### config.mk
export PLATFORM = sky130hd
export DESIGN_NAME = dual_bus_fmt
export DESIGN_NICKNAME = d
export VERILOG_FILES = /design/src/rtl/dual_bus_fmt_pkg.sv /design/src/rtl/dfmt_src.sv /design/src/rtl/dfmt_conv.sv /design/src/rtl/dfmt_pair.sv /design/src/rtl/dual_bus_fmt.sv
export SDC_FILE = /design/constraint.sdc
export NUM_CORES = 1
export LEC_CHECK = 0
export BUFFER_PORTS_ARGS = -buffer_cell sky130_fd_sc_hd__buf_2
export CAP_MARGIN = 20
export CORE_MARGIN = 4
export CORE_UTILIZATION = 49
export DETAILED_ROUTE_END_ITERATION = 12
export MAX_ROUTING_LAYER = met4
export PLACE_DENSITY = 0.76
export SLEW_MARGIN = 25
export SYNTH_ARGS = -nofsm -noshare
export SYNTH_HDL_FRONTEND = slang
export SYNTH_SLANG_ARGS = --single-unit
### constraint.sdc
create_clock -name clk_i -period 1.5 [get_ports clk_i]
set_clock_uncertainty 0.1 [all_clocks]
set_input_delay 0.45 -clock clk_i [delete_from_list [all_inputs] [get_ports clk_i]]
set_output_delay 0.45 -clock clk_i [all_outputs]
set_load 0.02 [all_outputs]
### src/rtl/dual_bus_fmt_pkg.sv
package dual_bus_fmt_pkg;
  parameter int unsigned WORD_W = 16;

  typedef enum logic {SLOT_I = 1'b0, SLOT_Q = 1'b1} slot_e;

  typedef struct packed {
    logic [WORD_W-1:0] i;
    logic [WORD_W-1:0] q;
  } iq_pair_t;
endpackage

### src/rtl/dfmt_src.sv
module dfmt_src #(
  parameter int unsigned W = 16
) (
  input  logic         clk_i,
  input  logic         rst_ni,
  input  logic [W-1:0] bus_a_i,
  input  logic [W-1:0] bus_b_i,
  input  logic         txen_i,
  input  logic         ramp_i,
  input  logic         rev_b_i,
  output logic [W-1:0] word_a_o,
  output logic [W-1:0] word_b_o,
  output logic         ramp_sel_o
);
  logic [W-1:0] ramp_q;
  logic [W-1:0] b_rev;

  for (genvar k = 0; k < W; k++) begin : g_rev
    assign b_rev[k] = bus_b_i[W-1-k];
  end

  always_ff @(posedge clk_i or negedge rst_ni) begin
    if (!rst_ni)      ramp_q <= '0;
    else if (!ramp_i) ramp_q <= '0;
    else if (txen_i)  ramp_q <= ramp_q + W'(1);
  end

  always_comb begin
    if (ramp_i) begin
      word_a_o = ramp_q;
      word_b_o = ramp_q;
    end else begin
      word_a_o = bus_a_i;
      word_b_o = rev_b_i ? b_rev : bus_b_i;
    end
  end

  assign ramp_sel_o = ramp_i;
endmodule

### src/rtl/dfmt_conv.sv
module dfmt_conv #(
  parameter int unsigned W = 16
) (
  input  logic [W-1:0] word_i,
  input  logic         twos_comp_i,
  input  logic         bypass_i,
  output logic [W-1:0] word_o
);
  logic flip;
  assign flip   = !twos_comp_i && !bypass_i;
  assign word_o = {word_i[W-1] ^ flip, word_i[W-2:0]};
endmodule

### src/rtl/dfmt_pair.sv
module dfmt_pair
  import dual_bus_fmt_pkg::*;
#(
  parameter int unsigned W = 16
) (
  input  logic         clk_i,
  input  logic         rst_ni,
  input  logic [W-1:0] word_a_i,
  input  logic [W-1:0] word_b_i,
  input  logic         txen_i,
  input  logic         ilv_i,
  input  logic         qflag_mode_i,
  input  logic         qflag_i,
  output logic [W-1:0] i_o,
  output logic [W-1:0] q_o,
  output logic         valid_o
);
  logic [W-1:0] pend_q, pend_d;
  logic         pend_vld_q, pend_vld_d;
  slot_e        phase_q, phase_d, slot;
  logic [W-1:0] i_d, q_d;
  logic         vld_d;

  assign slot = qflag_mode_i ? slot_e'(qflag_i) : phase_q;

  always_comb begin
    pend_d     = pend_q;
    pend_vld_d = pend_vld_q;
    phase_d    = SLOT_I;
    i_d        = '0;
    q_d        = '0;
    vld_d      = 1'b0;
    if (!txen_i || !ilv_i) begin
      pend_vld_d = 1'b0;
      if (txen_i) begin
        i_d   = word_a_i;
        q_d   = word_b_i;
        vld_d = 1'b1;
      end
    end else begin
      if (!qflag_mode_i) phase_d = (phase_q == SLOT_I) ? SLOT_Q : SLOT_I;
      if (slot == SLOT_Q) begin
        if (pend_vld_q) begin
          i_d        = pend_q;
          q_d        = word_a_i;
          vld_d      = 1'b1;
          pend_vld_d = 1'b0;
        end
      end else begin
        pend_d     = word_a_i;
        pend_vld_d = 1'b1;
      end
    end
  end

  always_ff @(posedge clk_i or negedge rst_ni) begin
    if (!rst_ni) begin
      pend_q     <= '0;
      pend_vld_q <= 1'b0;
      phase_q    <= SLOT_I;
      i_o        <= '0;
      q_o        <= '0;
      valid_o    <= 1'b0;
    end else begin
      pend_q     <= pend_d;
      pend_vld_q <= pend_vld_d;
      phase_q    <= phase_d;
      i_o        <= i_d;
      q_o        <= q_d;
      valid_o    <= vld_d;
    end
  end
endmodule

### src/rtl/dual_bus_fmt.sv
module dual_bus_fmt #(
  parameter int unsigned DATA_W = dual_bus_fmt_pkg::WORD_W
) (
  input  logic              clk_i,
  input  logic              rst_ni,
  input  logic [DATA_W-1:0] bus_a_i,
  input  logic [DATA_W-1:0] bus_b_i,
  input  logic              txen_i,
  input  logic              qflag_i,
  input  logic              twos_comp_i,
  input  logic              rev_b_i,
  input  logic              ilv_i,
  input  logic              qflag_mode_i,
  input  logic              ramp_i,
  output logic [DATA_W-1:0] i_o,
  output logic [DATA_W-1:0] q_o,
  output logic              valid_o
);
  localparam int unsigned NLANE = 2;

  logic [DATA_W-1:0] src_w [NLANE];
  logic [DATA_W-1:0] fmt_w [NLANE];
  logic              ramp_sel;

  dfmt_src #(.W(DATA_W)) u_src (
    .clk_i      (clk_i),
    .rst_ni     (rst_ni),
    .bus_a_i    (bus_a_i),
    .bus_b_i    (bus_b_i),
    .txen_i     (txen_i),
    .ramp_i     (ramp_i),
    .rev_b_i    (rev_b_i),
    .word_a_o   (src_w[0]),
    .word_b_o   (src_w[1]),
    .ramp_sel_o (ramp_sel)
  );

  for (genvar l = 0; l < NLANE; l++) begin : g_lane
    dfmt_conv #(.W(DATA_W)) u_conv (
      .word_i      (src_w[l]),
      .twos_comp_i (twos_comp_i),
      .bypass_i    (ramp_sel),
      .word_o      (fmt_w[l])
    );
  end

  dfmt_pair #(.W(DATA_W)) u_pair (
    .clk_i        (clk_i),
    .rst_ni       (rst_ni),
    .word_a_i     (fmt_w[0]),
    .word_b_i     (fmt_w[1]),
    .txen_i       (txen_i),
    .ilv_i        (ilv_i),
    .qflag_mode_i (qflag_mode_i),
    .qflag_i      (qflag_i),
    .i_o          (i_o),
    .q_o          (q_o),
    .valid_o      (valid_o)
  );
endmodule

==> results.md, run 1 <==
- Worst path required time: 1680 ps
- Worst min-delay path class: primary input to asynchronous set/reset pin
- ANT nets after route: 0
- Root buf cell: clkbuf_8
- DR DRC count: 0
- CTS buffer count: 9
- Die height: 90.0 um
- Failing checks: negative setup slack
- Largest net degree at the start of global routing: 68
- Vias in the first global route: 3,008
- Hold_ws: 1.17 ps
- P&R area growth vs syn: 39.1%
- Hold buffer count at cts: 0
- Synthesized cell area: 3290 um2
- Fill count: 469
- Global-route wire length before repair: 15,000 um
- Initial antenna violation count: 0
- Clock transition at the registers of the reported paths: 80 ps
- Clk sinks: 67
- Routed wire per std cell: 18.3 um
- Comb power frac: 0.158
- Max Clk Rate: 648 MHz
- Iteration-0 DRC Markers: 232
- Int Power: 0.00307 W
- Core footprint: 6420 um2
- DP Worst Slack: -260 ps
- Worst EP arrival: 1720 ps
- Fin crit share: 1.03
- Ys flop type: dfrtp_1
- Fin. Hold Viols: 0
- GRT Total Usage: 0.240
- Die Area: 8090 um2
- Max Buffers Root-to-Sink: 2
- Flop pwr share: 0.464
- Crit. End Element: flip-flop
- Initial core utilization: 0.513
- Slew Limit Fails: 0
- Mux share of post-synthesis cell area: 0.111
- Count leader, synth: dfrtp_1
- Routability cong.: 0.873
- Clock power frac: 0.378
- Synth Instances: 302
- Timing startpoint of the critical path: u_src.ramp_q[1]
- Rel. slew slack: 0.762
- Final net count: 475
- Worst Path Max Fanout: 6
- Post-synthesis adder-cell area fraction: 0.00380
- Width of the die: 90.0 um
- Yosys warning count: 0
- Post-Synth Simple-Gate Area: 0.130
- Fraction of layout cells with a size suffix above 1: 0.443
- Core Rows: 29
- Worst-Margin Slew: 353 ps
- Syn nets: 344
- Setup Crit Path Kind: flip-flop to flip-flop
- Pwr dens: 924 nW/um2
- Pre-antenna DRT Iters: 4
- Via count: 2,989
- Flops & latches, synth: 67
- Main combinational cell family by area after synthesis: compound AO/OA/AOI/OAI gates
- Finished Layout Cells: 515
- Worst setup SP type: flip-flop
- Area contributors post-synth: dfrtp_1 51%, mux2i_1 9.7%, o21ai_0 6.5%
- Post-synth EDFFs: 0
- Complex-gate fraction of the synthesized area: 0.194
- Post-synth cell types: 41
- Post-synth top cells: 67 x dfrtp_1, 43 x o21ai_0, 32 x mux2i_1, 17 x nand2_1, 16 x o2bb2ai_1
- RSZ-0062 raised after global routing: true
- DP HPWL: 6490 um
- Antenna cell count: 0
- Placed instance count: 492
- Crit path time final: 1540 ps
- Max Cap Viol: 0
- H-tree Lvls: 3
- Register area share after synthesis: 0.509
- TritonCTS clock tree: built
- RR Startpoint: u_src.ramp_q[1]
- Yosys top cell area share: 0.509
- Syn Area/Cell: 10.9 um2
- Post-Route Utilization: 0.713
- Status: finished, violations left
- Ys async rst share: 1.00
- Overflow after GRT: 0
- Final wirelength: 9400 um
- Leak Pwr: 2.21 nW
- # IOs: 74
- P_sw: 0.00116 W
- Post-Synth XOR/XNOR Area: 0.0133
- Setup violators final: 4
- Port bufs: 73
- Final worst setup slack: -42.7 ps
- Clk_lat worst skew: 350 ps
- Peak supply drop: 0.000727 V
- Sw Ratio: 0.274
- Top cell type by total area after synthesis: dfrtp_1
- Vias per inst: 5.80
==> repair_timing <==
action / 4_1_cts / 5_1_grt
setup endpoints to repair: 10 / 15
setup buffers: 5 / 2
resized for setup: 12 / 19
pin swaps: 4 / 7
==> metal layers <==
metal  share of wire  up-vias  wire length, um  global-route usage
met5               0        -                0                   -
met4           0.021        0              193              0.0944
met3           0.061       16              575              0.0384
met2            0.49      120             4640               0.377
met1            0.42     1473             3990               0.314
li1                -     1380                -                   -
==> worst max-delay path, stage by stage (launching register included) <==
cell     delay [ps]
dfrtp_2         410
ha_4            160
nand4_4         140
or4_4           530
a21oi_2         140
==> stage by stage <==
| step | total power [W] | TNS (ps) | instance area [um2] |
|---|---|---|---|
| finish | 0.00423 | -102 | 4580 |
| global route | 0.00440 | -605 | 4580 |
| CTS | 0.00424 | -195 | 4510 |
| detailed placement | 0.00264 | -8350 | 4190 |
| global placement | 0.00262 | -7200 | 4190 |
| floorplan | 0.00231 | -169 | 3330 |
==> power by group through the flow <==
stage               logic, W  clock network (W)  registers, W
CTS                 0.000659            0.00162       0.00196
floorplan           0.000272                  0       0.00204
global placement    0.000636                  0       0.00199
finish              0.000670            0.00160       0.00196
detailed placement  0.000649                  0       0.00199
global route        0.000727            0.00170       0.00198
==> layout by cell type, fill, tap and decap left out, types with 2 or more instances in the layout <==
master / synthesis / layout
a21boi_0: 7 / 7
a21oi_2: 0 / 3
buf_12: 0 / 5
buf_2: 6 / 73
buf_4: 3 / 57
buf_6: 1 / 6
clkbuf_8: 0 / 11
dfrtp_1: 67 / 63
dfrtp_2: 0 / 4
inv_1: 6 / 6
mux2_2: 2 / 2
mux2i_1: 32 / 32
nand2_1: 17 / 17
nand2b_1: 7 / 7
nand3_1: 4 / 3
nand4_1: 3 / 3
nand4_4: 0 / 2
nor2_1: 12 / 12
nor2b_1: 2 / 2
nor3_2: 0 / 2
nor3b_1: 14 / 13
nor4_2: 0 / 4
o21ai_0: 43 / 40
o21ai_1: 1 / 4
o221a_2: 8 / 8
o2bb2ai_1: 16 / 16
o311a_1: 6 / 6
or3_4: 0 / 2
xnor2_1: 2 / 2
xor2_1: 3 / 3
==> registers in the layout (all words and copies together) (netlist names) <==
| name | flops |
|---|---|
| u_pair.i_o | 16 |
| u_pair.pend_q | 16 |
| u_pair.q_o | 16 |
| u_src.ramp_q | 16 |
| u_pair.pend_vld_q | 1 |
| u_pair.phase_q | 1 |
| u_pair.valid_o | 1 |
==> area by class of cell <==
cell class / instances / area [um2] / share of cell area
clock inverter: 5 / 60.1 / 0.0131
clock buffer: 11 / 151 / 0.0331
tap: 77 / 96.3 / 0.0210
inverter: 6 / 22.5 / 0.00492
timing repair buffer: 141 / 961 / 0.210
sequential: 67 / 1680 / 0.367
multi-input combinational: 208 / 1610 / 0.351
==> logic make-up (layout without fill, tap and decap cells) <==
kind of cell / Yosys count / count (layout)
AOI/OAI and AO/OA: 91 / 91
muxes: 35 / 35
and+or+nand+nor: 76 / 76
xor gates and xnor gates: 5 / 5
adders and majority gates: 1 / 1
DFF: 67 / 67
buffers and inverters: 27 / 163
==> worst paths after layout <==
| kind | endpoint | slack, ps | cells after the start |
|---|---|---|---|
| max | u_src.ramp_q[8] | -40 | 4 |
| min | u_pair.i_o[1] | 1 | 2 |
| max reg2reg | u_src.ramp_q[8] | -40 | 4 |
| min reg2reg | u_pair.i_o[7] | 380 | 1 |
| max in group asynchronous | u_src.ramp_q[8] | 980 | 2 |
| min in group clk_i | u_pair.phase_q | 310 | 3 |
Note: power is estimated with default switching activity, not from simulation.
==> run 2: changes to the inputs <==
Settings changed: SYNTH_HIERARCHICAL set to 1.
==> run 2 against run 1 <==
- the flow now finishes without violations
- die area up 3.3%
- utilization down 10 points
- total power down 1.2%
- highest routed layer unchanged
- combinational power down 20%
- hold slack better by 210 ps
- sequential share of layout area up 3.7 points
- critical endpoint is now u_src/ramp_q[4]
- routed wire length down 23%
- sequential power about the same
- via count down 18%
- final cell count down 7.6%
==> results.md, run 2 <==
- Status: finished clean
- Root buf cell: clkbuf_8
- Worst-Margin Slew: 755 ps
- Synth Instances: 314
- Register area share after synthesis: 0.491
- Routability cong.: 0.763
- # IOs: 74
- Top cell type by total area after synthesis: dfrtp_1
- H-tree Lvls: 3
- Initial antenna violation count: 0
- Count leader, synth: dfrtp_1
- Pwr dens: 1010 nW/um2
- Antenna cell count: 0
- Ys flop type: dfrtp_1
- Flop pwr share: 0.469
- Flops & latches, synth: 67
- Largest net degree at the start of global routing: 36
- Post-synth EDFFs: 0
- Slew Limit Fails: 0
- Overflow after GRT: 0
- Crit path largest cell delay: 390 ps
- Die Area: 8360 um2
- P&R area growth vs syn: 21.8%
- Fin crit share: 0.966
- Area contributors post-synth: dfrtp_1 49%, a22o_1 8.2%, buf_4 7.3%
- Clk sinks: 67
- Routed wire per std cell: 15.2 um
- Pre-antenna DRT Iters: 4
- Ys async rst share: 1.00
- Area post-placement: 3850 um2
- Leak Pwr: 2.20 nW
- Crit path time final: 1450 ps
- Int Power: 0.00314 W
- Clock transition at the registers of the reported paths: 80 ps
- Vias per inst: 5.17
- ANT nets after route: 0
- Yosys warning count: 6
- Slowest CP cell: dfrtp_1
- TritonCTS clock tree: built
- Worst path required time: 1640 ps
- GRT Total Usage: 0.189
- Iteration-0 DRC Markers: 125
- Core Rows: 30
- Vias in the first global route: 2,563
- Comb power frac: 0.128
- Crit. End Element: flip-flop
- Hold_ws: 215 ps
- Yosys top cell area share: 0.491
- Clock power frac: 0.403
- Peak supply drop: 0.000489 V
- Post-synth top cells: 67 x dfrtp_1, 33 x buf_4, 33 x o21ai_0, 32 x a22o_1
- Max Buffers Root-to-Sink: 2
- DR DRC count: 0
- Layout Cell Area excl Fill: 4160 um2
- Final net count: 417
- Worst path bufs/invs: 1
- Max Clk Rate: 690 MHz
- Cell family with most CP delay: flip-flops
- Finished Layout Cells: 476
- Sw Ratio: 0.248
- Syn nets: 356
- Setup violators final: 0
- CTS buffer count: 9
- Clk_lat worst skew: 350 ps
- Final wirelength: 7240 um
- Max Cap Viol: 0
- RSZ-0062 raised after global routing: false
- Critical-path cell list: ha_1 -> and4_4 -> buf_4 -> xor2_1 -> and2_1
- Syn Area/Cell: 10.9 um2
- Placed instance count: 457
- Worst min-delay path class: primary input to flip-flop
- P_sw: 0.00104 W
- Worst setup SP type: flip-flop
- Post-Route Utilization: 0.612
- Leading cell types in the layout, fill and taps excluded: 73 x buf_2, 65 x dfrtp_1, 32 x a22o_1, 32 x o21ai_0, 21 x mux2i_1
- Most common cell after layout, fill and taps aside: buf_2
- Width of the die: 91.4 um
- Fraction of layout cells with a size suffix above 1: 0.353
- Setup Crit Path Kind: flip-flop to flip-flop
- Worst Path Max Fanout: 5
- Worst EP arrival: 1590 ps
- Synthesized cell area: 3410 um2
- Post-synth cell types: 31
- Die height: 91.4 um
- Initial core utilization: 0.502
- Fin. Hold Viols: 0
- Port bufs: 73
- Core footprint: 6790 um2
- Rel. slew slack: 0.495
- Via count: 2,459
- Global-route wire length before repair: 12,100 um
- DP HPWL: 5080 um
run 2: cell count changes in the layout (fill, tap and decap cells not counted), sizes merged, moves of 6 or more:
cell | previous run | this run
a21boi | 7 | 0
inv | 7 | 18
and2 | 1 | 14
a22o | 0 | 32
o2bb2ai | 16 | 0
buf | 141 | 99
mux2i | 33 | 22
o21ai | 44 | 33
o311a | 6 | 0
nor2 | 13 | 3
mux2 | 2 | 16
nor3b | 14 | 0
o221a | 8 | 0
run 2: power groups by stage:
| stage | combinational [W] | sequential, W | clock, W |
|---|---|---|---|
| 3_5_place_dp | 0.000521 | 0.00200 | 0 |
| 3_3_place_gp | 0.000500 | 0.00199 | 0 |
| 4_1_cts | 0.000537 | 0.00196 | 0.00171 |
| 5_1_grt | 0.000587 | 0.00198 | 0.00177 |
| 2_1_floorplan | 0.000318 | 0.00203 | 0 |
| 6_report | 0.000534 | 0.00196 | 0.00169 |
run 2: final timing paths:
| check | startpoint | end | slack [ps] | cells after the start |
|---|---|---|---|---|
| min reg2reg | u_pair/phase_q | u_pair/phase_q | 380 | 1 |
| max | u_src/ramp_q[0] | u_src/ramp_q[4] | 50 | 5 |
| min in group asynchronous | rst_ni | u_pair/q_o[6] | 440 | 2 |
| min | qflag_mode_i | u_pair/phase_q | 210 | 2 |
| max reg2reg | u_src/ramp_q[0] | u_src/ramp_q[4] | 50 | 5 |
| max in group asynchronous | rst_ni | u_pair/pend_q[13] | 410 | 3 |
run 2: metrics by stage:
step                setup slack, ps  setup TNS (ps)  total power [W]
floorplan                     -18.9            -170          0.00235
global placement               -504          -21120          0.00249
detailed placement             -274          -10810          0.00252
CTS                            39.3               0          0.00421
global route                   8.47               0          0.00433
finish                         51.5               0          0.00418
run 2: cell type report:
cell class                      instances  area [um2]
Clock buffer                           10         138
Fill cell                             540        2640
Tap cell                               96         120
Inverter                               18        67.6
Multi-Input combinational cell        179        1380
Sequential cell                        67        1680
Clock inverter                          6        88.8
Timing Repair Buffer                  100         683
run 2: cells by family after synthesis:
group | after synthesis | synth area share
AND/OR/NAND/NOR | 62 | 0.105
AO/OA/AOI/OAI | 65 | 0.131
adder cells (fa/ha/maj) | 1 | 0.00367
buffers and inverters | 68 | 0.118
multiplexers | 38 | 0.118
flip-flops | 67 | 0.491
XOR/XNOR | 13 | 0.0334
run 2: what timing repair did:
action	4_1_cts	5_1_grt
setup endpoints to repair	8	3
gates resized for setup	2	5
buffers inserted	2	0
endpoints found under the hold margin	8	0
hold buffers	1	0
pin swaps	1	1
run 2: worst register-to-register path, cell delays in order (launching register included):
cell     delay (ps)
dfrtp_1         390
ha_1            210
and4_4          200
buf_4           140
xor2_1          140
and2_1          150
run 2: routing by layer:
layer / up-vias / share of wire / track usage
met4: 0 / 0.020 / 0.0842
met1: 1216 / 0.42 / 0.215
li1: 1172 / - / -
met2: 57 / 0.52 / 0.321
met3: 14 / 0.046 / 0.0381
met5: - / 0 / -
